File: config.mk
export PLATFORM = sky130hd
export DESIGN_NAME = iamp_top
export DESIGN_NICKNAME = d
export VERILOG_FILES = /design/src/rtl/iamp_pkg.sv /design/src/rtl/iamp_cpu_decode.sv /design/src/rtl/iamp_ptr_reg.sv /design/src/rtl/iamp_mem_seq.sv /design/src/rtl/iamp_top.sv
export SDC_FILE = /design/constraint.sdc
export NUM_CORES = 1
export LEC_CHECK = 0
export ABC_CLOCK_PERIOD_IN_PS = 2500
export BUFFER_PORTS_ARGS = -buffer_cell sky130_fd_sc_hd__buf_2
export CAP_MARGIN = 0
export CORE_AREA = 2 2 67 69
export DETAILED_ROUTE_END_ITERATION = 7
export DIE_AREA = 0 0 69 71
export GPL_TIMING_DRIVEN = 0
export PLACE_DENSITY = 0.75
export SETUP_SLACK_MARGIN = 0.15
export SYNTH_ARGS = -nofsm -noshare
export SYNTH_HDL_FRONTEND = slang
export SYNTH_HIERARCHICAL = 1
export SYNTH_SLANG_ARGS = --single-unit
File: constraint.sdc
create_clock -name clk -period 2.5 [get_ports clk]
set_input_delay 0.25 -clock clk [delete_from_list [all_inputs] [get_ports clk]]
set_output_delay 0.25 -clock clk [all_outputs]
set_load 0.02 [all_outputs]
File: src/rtl/iamp_pkg.sv
package iamp_pkg;

    typedef enum logic [1:0] {
        SEL_STATUS  = 2'd0,
        SEL_PTR_HI  = 2'd1,
        SEL_PTR_LO  = 2'd2,
        SEL_WINDOW  = 2'd3
    } reg_sel_e;

    typedef enum logic [1:0] {
        SEQ_IDLE  = 2'd0,
        SEQ_STORE = 2'd1,
        SEQ_FETCH = 2'd2,
        SEQ_FILL  = 2'd3
    } seq_state_e;

    typedef struct packed {
        logic load_hi;
        logic load_lo;
        logic win_rd;
        logic win_wr;
    } cpu_op_t;

    localparam int READY_BIT = 7;

    function automatic logic [15:0] ptr_step(input logic [15:0] p);
        return p + 16'd1;
    endfunction

endpackage

File: src/rtl/iamp_cpu_decode.sv
module iamp_cpu_decode
    import iamp_pkg::*;
(
    input  logic        cpu_wr,
    input  logic        cpu_rd,
    input  logic [1:0]  cpu_sel,
    input  logic        ready,
    output cpu_op_t     op
);
    cpu_op_t raw;

    always_comb begin
        raw = '0;
        unique case (reg_sel_e'(cpu_sel))
            SEL_PTR_HI: raw.load_hi = cpu_wr;
            SEL_PTR_LO: raw.load_lo = cpu_wr;
            SEL_WINDOW: begin
                raw.win_wr = cpu_wr;
                raw.win_rd = cpu_rd & ~cpu_wr;
            end
            default: raw = '0;
        endcase
        op = ready ? raw : '0;
    end
endmodule

File: src/rtl/iamp_ptr_reg.sv
module iamp_ptr_reg #(
    parameter int ADDR_W = 16,
    parameter int DATA_W = 8
) (
    input  logic              clk,
    input  logic              rst,
    input  logic              load_hi,
    input  logic              load_lo,
    input  logic              step,
    input  logic [DATA_W-1:0] wdata,
    output logic [ADDR_W-1:0] ptr
);
    localparam int HI_W = ADDR_W - DATA_W;

    always_ff @(posedge clk) begin
        if (rst) begin
            ptr <= '0;
        end else if (load_hi) begin
            ptr[ADDR_W-1:DATA_W] <= wdata[HI_W-1:0];
        end else if (load_lo) begin
            ptr[DATA_W-1:0] <= wdata;
        end else if (step) begin
            ptr <= ptr + ADDR_W'(1);
        end
    end

    p_wrap_r7: assert property (@(posedge clk) disable iff (rst)
        (step && !load_hi && !load_lo && ptr == '1) |=> ptr == '0)
        else $error("pointer did not wrap");

    p_step_r4: assert property (@(posedge clk) disable iff (rst)
        (step && !load_hi && !load_lo) |=> ptr == $past(ptr) + ADDR_W'(1))
        else $error("pointer did not advance");
endmodule

File: src/rtl/iamp_mem_seq.sv
module iamp_mem_seq
    import iamp_pkg::*;
#(
    parameter int ADDR_W = 16,
    parameter int DATA_W = 8
) (
    input  logic              clk,
    input  logic              rst,
    input  logic              start_fetch,
    input  logic              start_store,
    input  logic [DATA_W-1:0] store_data,
    input  logic [ADDR_W-1:0] ptr,
    input  logic              mem_gnt,
    input  logic [DATA_W-1:0] mem_rdata,
    output logic              mem_req,
    output logic              mem_we,
    output logic [ADDR_W-1:0] mem_addr,
    output logic [DATA_W-1:0] mem_wdata,
    output logic              step,
    output logic              ready,
    output logic [DATA_W-1:0] window
);
    seq_state_e state, state_n;
    logic [DATA_W-1:0] store_q;

    always_comb begin
        state_n = state;
        step    = 1'b0;
        unique case (state)
            SEQ_IDLE: begin
                if (start_store)      state_n = SEQ_STORE;
                else if (start_fetch) state_n = SEQ_FETCH;
            end
            SEQ_STORE: if (mem_gnt) begin
                state_n = SEQ_FETCH;
                step    = 1'b1;
            end
            SEQ_FETCH: if (mem_gnt) state_n = SEQ_FILL;
            SEQ_FILL:  state_n = SEQ_IDLE;
            default:   state_n = SEQ_IDLE;
        endcase
    end

    always_ff @(posedge clk) begin
        if (rst) begin
            state   <= SEQ_IDLE;
            store_q <= '0;
            window  <= '0;
        end else begin
            state <= state_n;
            if (state == SEQ_IDLE && start_store) store_q <= store_data;
            if (state == SEQ_FILL) window <= mem_rdata;
        end
    end

    assign mem_req   = (state == SEQ_STORE) || (state == SEQ_FETCH);
    assign mem_we    = (state == SEQ_STORE);
    assign mem_addr  = ptr;
    assign mem_wdata = store_q;
    assign ready     = (state == SEQ_IDLE);

    p_quiet_ready_r3: assert property (@(posedge clk) disable iff (rst)
        ready |-> !mem_req)
        else $error("request raised while ready");

    p_hold_no_grant_r8: assert property (@(posedge clk) disable iff (rst)
        (mem_req && !mem_gnt) |=> mem_req && $stable(mem_addr) && $stable(mem_we) && !ready)
        else $error("request dropped or changed without grant");

    p_store_then_fetch_r6: assert property (@(posedge clk) disable iff (rst)
        (mem_req && mem_we && mem_gnt) |=> mem_req && !mem_we && mem_addr == $past(mem_addr) + ADDR_W'(1))
        else $error("store not followed by fetch of next address");
endmodule

File: src/rtl/iamp_top.sv
module iamp_top
    import iamp_pkg::*;
#(
    parameter int ADDR_W = 16,
    parameter int DATA_W = 8
) (
    input  logic              clk,
    input  logic              rst,
    input  logic [1:0]        cpu_sel,
    input  logic              cpu_wr,
    input  logic              cpu_rd,
    input  logic [DATA_W-1:0] cpu_wdata,
    output logic [DATA_W-1:0] cpu_rdata,
    output logic              mem_req,
    output logic              mem_we,
    output logic [ADDR_W-1:0] mem_addr,
    output logic [DATA_W-1:0] mem_wdata,
    input  logic              mem_gnt,
    input  logic [DATA_W-1:0] mem_rdata
);
    localparam int HI_W = ADDR_W - DATA_W;

    cpu_op_t           op;
    logic              ready;
    logic              seq_step;
    logic [ADDR_W-1:0] ptr;
    logic [DATA_W-1:0] window;

    iamp_cpu_decode u_dec (
        .cpu_wr  (cpu_wr),
        .cpu_rd  (cpu_rd),
        .cpu_sel (cpu_sel),
        .ready   (ready),
        .op      (op)
    );

    iamp_ptr_reg #(.ADDR_W(ADDR_W), .DATA_W(DATA_W)) u_ptr (
        .clk     (clk),
        .rst     (rst),
        .load_hi (op.load_hi),
        .load_lo (op.load_lo),
        .step    (op.win_rd | seq_step),
        .wdata   (cpu_wdata),
        .ptr     (ptr)
    );

    iamp_mem_seq #(.ADDR_W(ADDR_W), .DATA_W(DATA_W)) u_seq (
        .clk         (clk),
        .rst         (rst),
        .start_fetch (op.load_lo | op.win_rd),
        .start_store (op.win_wr),
        .store_data  (cpu_wdata),
        .ptr         (ptr),
        .mem_gnt     (mem_gnt),
        .mem_rdata   (mem_rdata),
        .mem_req     (mem_req),
        .mem_we      (mem_we),
        .mem_addr    (mem_addr),
        .mem_wdata   (mem_wdata),
        .step        (seq_step),
        .ready       (ready),
        .window      (window)
    );

    always_comb begin
        cpu_rdata = '0;
        unique case (reg_sel_e'(cpu_sel))
            SEL_STATUS: cpu_rdata[READY_BIT] = ready;
            SEL_PTR_HI: cpu_rdata[HI_W-1:0]  = ptr[ADDR_W-1:DATA_W];
            SEL_PTR_LO: cpu_rdata            = ptr[DATA_W-1:0];
            SEL_WINDOW: cpu_rdata            = window;
            default:    cpu_rdata            = '0;
        endcase
    end

    p_reset_state_r1: assert property (@(posedge clk)
        rst |=> ready && ptr == '0 && !mem_req)
        else $error("reset state wrong");

    p_busy_ignored_r9: assert property (@(posedge clk) disable iff (rst)
        (!ready && !(mem_req && mem_we && mem_gnt)) |=> $stable(ptr))
        else $error("pointer moved while busy");

    p_hi_no_cycle_r2: assert property (@(posedge clk) disable iff (rst)
        (ready && cpu_wr && cpu_sel == 2'd1) |=> ready)
        else $error("high-byte load started a cycle");
endmodule

**After elaboration in Yosys (flattened, before gate mapping)**

Cells that the tools add are included.

- Register bits: 34
- Bits of input ports: 23
- Output and inout bits: 34
- Logic and storage cells: 47

- Add/subtract/negate cells: 1
- Equal/unequal tests: 10
- Multiplexer cells: 17
- Bitwise operators: 5
- Reductions and logical operators: 9

Operators with widths:

| cell | count |
|---|---|
| two-way mux 8 bit | 3 |
| case mux 7 bit (3 select lines) | 1 |
| adder 16 x 1 -> 16 bit (second input constant) | 1 |
| two-way mux 16 bit | 1 |
| two-way mux 2 bit | 5 |
| equality test 2 bit (second input constant) | 4 |
| case mux 2 bit (4 select lines) | 1 |
| equality test 2 x 1 -> 1 bit (second input constant) | 2 |
| logical NOT 2 bit | 2 |
| two-way mux 1 bit | 4 |
| two-way mux 4 bit | 1 |
| inequality test 2 x 1 -> 1 bit (second input constant) | 2 |
| case mux 1 bit (4 select lines) | 1 |
| AND reduction 2 bit | 2 |
| nonzero test 2 bit | 2 |
| inequality test 3 x 2 -> 1 bit (second input constant) | 1 |
| AND reduction 3 bit | 1 |
| inequality test 2 bit (second input constant) | 1 |
| inverter 1 bit | 2 |
| OR 1 bit | 2 |
| AND 1 bit | 1 |
| logical AND 1 bit | 1 |
| logical OR 1 bit | 1 |

**Logic depth before layout (Yosys ltp)**

- Depth after elaboration: 8
- Gate-level depth with buffers: 10

**Hierarchy**

Netlist, hierarchy kept.

Modules (own cells, without submodules):

| module | times used | cells each | area an instance (um^2) |
|---|---|---|---|
| iamp_ptr_reg | 1 | 117 | 935.9 |
| iamp_mem_seq | 1 | 98 | 894.6 |
| iamp_top | 1 | 21 | 206.4 |
| iamp_cpu_decode | 1 | 7 | 40.0 |

**Worst setup path after synthesis**

No wires, ideal clock.

- Path type: register -> register
- Start: register u_seq.state[0]
- End: register u_ptr.ptr[14]
- Setup time: 0.074 ns
- Data arrival time: 2.128 ns
- Data required time: 2.426 ns
- Path slack: 0.298 ns
- Cell stages (with the launch flop): 9
- Cell sequence: dfxtp_1 inv_1 ha_1 nand2_1 nor3b_1 nand4b_2 or4_1 or3_1 a31oi_1

RTL lines:

| item | line | RTL |
|---|---|---|
| from (decl) | iamp_mem_seq.sv:23 | `seq_state_e state, state_n;` |
| from (signal assigned) | iamp_mem_seq.sv:50 | `state <= state_n;` |
| to (signal, indexed assignment) | iamp_ptr_reg.sv:19 | `ptr[ADDR_W-1:DATA_W] <= wdata[HI_W-1:0];` |
| to (signal, indexed assignment) | iamp_ptr_reg.sv:21 | `ptr[DATA_W-1:0] <= wdata;` |
| to (signal assigned) | iamp_ptr_reg.sv:23 | `ptr <= ptr + ADDR_W'(1);` |
| to (decl) | iamp_ptr_reg.sv:11 | `output logic [ADDR_W-1:0] ptr` |

==> results.yml <==
pwr:
  comb_power_share_pct: 37.2
  ir_worst_vdd_v: 0.000587
  internal-power_uw: 1120
  pwr-share-seq_pct: 38.5
  swShare_pct: 35.6
  power_frac_clock_pct: 24.3
  power_switching_uw: 617
  powerDensity_nw_per_um2: 674
  p_leak_uw: 0.00116
cells_and_area:
  layout.cells.non_filler: 362
  syn2layout_area_growth_pct: 23.7
  stdcell_area_um2: 2570
  num_antenna_cells: 0
  drive_gt1_share_pct: 36.8
  fin_util_pct: 61.1
  fin_nets: 338
logic_synthesis:
  ys_warn_count: 6
  synth_seq_area_share_pct: 32.8
  syn_nets: 272
  synthXorXnorAreaFrac_pct: 1.69
  yosys-top-cells-area: "dfxtp_1, buf_4, mux2i_1"
  ys_seq_elements: 34
  synth_area_per_cell_um2: 8.55
  syn_inst: 243
  ys.flop_type: "dfxtp_1"
  syn-cell-area_um2: 2080
  netlist.area_leader.share_pct: 32.8
  synth_mux_area_share_pct: 10.4
  synth-simple-area-share_pct: 20.8
  yosysUniqueCellTypes: 49
  synth_edf_count: 0
  async_reset_ff_share_pct: 0
  synth-compound-area-share_pct: 19.4
  synth_top_area_cell: "dfxtp_1"
  synth_top_family_by_area: "simple AND/OR/NAND/NOR gates"
  post_synth_fa_ha_maj_area_fraction_pct: 3.61
sta:
  fin_ws_ns: 0.282
  period_needed_ns: 2.22
  fin_crit_sh_pct: 88.7
  finalSetupViolCount: 0
  final_max_slew_viol_count: 0
  tightest_slew_ns: 0.779
  max_freq_ghz: 0.451
  finalSetupTns_ns: 0
  rsz0062_at_grt: "no"
  finClkSkew_ns: 0.00609
  hold_viol: 0
  slew_headroom_pct: 47.5
run_status:
  status: "complete, no violations"
placement:
  place_area_um2: 2420
  place_congestion: 0.846
  place_inst: 351
  io_buffers: 56
  place_hpwl_um: 3910
  pre_cts_ws_ns: -0.102
die:
  core_area_um2: 4200
  dieWidth_um: 69
  dieHeight_um: 71
  die-area_um2: 4900
  initial_core_util_pct: 49.4
  fp-row-count: 24
  io_pins: 57
worst_setup_path:
  critPathLaunchType: "flop"
  reg2reg_slack_ns: 0.28
  reg2regPathDepth: 9
  criticalPathCategory: "reg2reg"
  crit_end: "u_ptr/ptr[14]"
  r2r-start: "u_seq/state[1]"
  r2r-end: "u_ptr/ptr[14]"
  cp-end-kind: "flop"
  crit_fanout: 5
  crit_start: "u_seq/state[1]"
  worstPathArrival_ns: 2.44
  required_ns: 2.72
route:
  ant_nets: 0
  drcViolationCount: 0
  drt_pass1_iterations: 4
  wl_um: 5210
  wl_per_cell_um: 14.4
  initialDrtViolationCount: 113
  vias_per_cell: 5.44
  dr_total_vias: 1968
grt:
  first_global_vias: 1876
  gr-usage-all-layers_pct: 21.5
  grt_pass1_wl_um: 8590
  grt_max_degree: 11
  antenna_found_initial: 0
  overflow: 0
clock_tree:
  numCtsBuffers: 5
  clk_latency_ns: 0.29
  cts-htree-levels: 2
  clk_root_buffer_cell: "clkbuf_8"
  clockBufferDepth: 2
  hold_buffers: 0
  tritoncts: "done"
  cts_sinks: 34
  clk_pin_slew_worst_paths_ns: 0.07
worst_hold_path:
  min_path_type: "in2reg"
job:
  cap_violations: 0
## cells by family after synthesis
logic type,count (synthesis)
buffers and inverters,40
muxes,19
AOI/OAI and AO/OA,58
xor gates and xnor gates,4
and+or+nand+nor,82
adders and majority gates,6
DFF,34
## area by class of cell
cell class / count / area, um2
sequential: 34 / 681
timing repair buffer: 59 / 303
fill: 400 / 1630
multi-input combinational: 169 / 1200
tap: 52 / 65.1
clock inverter: 1 / 5.00
buffer: 29 / 193
clock buffer: 7 / 86.3
inverter: 11 / 41.3
## worst max-delay path, cell delays in order (launching register included)
cell and delay (ns):
dfxtp_1 0.33, inv_2 0.08, ha_2 0.18, nand2_1 0.07
nor3_2 0.14, or2_4 0.18, nand4b_4 0.14, or4_4 0.53
or3_1 0.35, a31oi_1 0.16
## layout by cell type, fill, tap and decap left out, types with 5 or more instances in the layout
master    count
a22o_1        7
a21oi_1      15
clkbuf_1      7
buf_2        60
clkbuf_8      6
nand3_1      12
o21ai_0      11
mux2i_1      10
dfxtp_1      34
buf_4        20
ha_1          5
inv_1         9
mux2_2        7
nor2_1       21
nand2_1      20
## power groups by stage
stage	combinational, uW	clock (uW)	sequential (uW)
after detailed placement	602	0	677
after CTS	622	432	666
after global routing	699	460	677
final	645	420	667
after global placement	589	0	675
after floorplan	450	0	666
## cell usage after synthesis (all sizes together), types with 3 or more instances
master / number
o21ai: 11
nor3b: 4
o311a: 4
a21oi: 15
nor3: 5
buf: 23
xnor2: 4
nor2: 21
ha: 6
a211oi: 4
mux2i: 10
nand3: 13
nor4: 3
a22o: 7
inv: 11
a31oi: 4
clkbuf: 6
dfxtp: 34
nand2: 20
mux2: 8
## worst min-delay path by stage
stage | from | end | slack (ns) | cells after the start
final | mem_rdata[7] | u_seq/window[7] | 0.19 | 3
after global routing | mem_rdata[0] | u_seq/window[0] | 0.20 | 3
after CTS | mem_rdata[0] | u_seq/window[0] | 0.19 | 3
after detailed placement | u_seq/mem_wdata[3] | u_seq/mem_wdata[3] | 0.45 | 2
after global placement | u_seq/mem_wdata[7] | u_seq/mem_wdata[7] | 0.44 | 2
after floorplan | mem_rdata[1] | u_seq/window[1] | 0.40 | 2
## routing by layer
| layer | wire length, um | vias up | track usage [%] | part of all wire (%) |
|---|---|---|---|---|
| li1 | - | 997 | - | - |
| met3 | 307 | 9 | 3.70 | 5.9 |
| met5 | 0 | - | 0 | 0 |
| met2 | 2420 | 71 | 37.4 | 46 |
| met4 | 87 | 0 | 8.50 | 1.7 |
| met1 | 2400 | 891 | 26.7 | 46 |
## state kept, by name, indices dropped and copies added (netlist names)
register and cells:
u_seq/state 2, u_seq/mem_wdata 8, u_seq/window 8, u_ptr/ptr 16
## through the flow
stage | hold slack [ns] | power [uW]
detailed placement | 0.448 | 1280
CTS | 0.188 | 1720
global route | 0.195 | 1840
global placement | 0.444 | 1260
floorplan | 0.397 | 1120
finish | 0.192 | 1730
## what timing repair did
| action | CTS | global route |
|---|---|---|
| pin swaps | 0 | 2 |
| resized for setup | 5 | 4 |
| buffers inserted | 1 | 2 |
| setup endpoints to repair | 13 | 6 |
No activity file was read; power rests on OpenSTA's default activity.
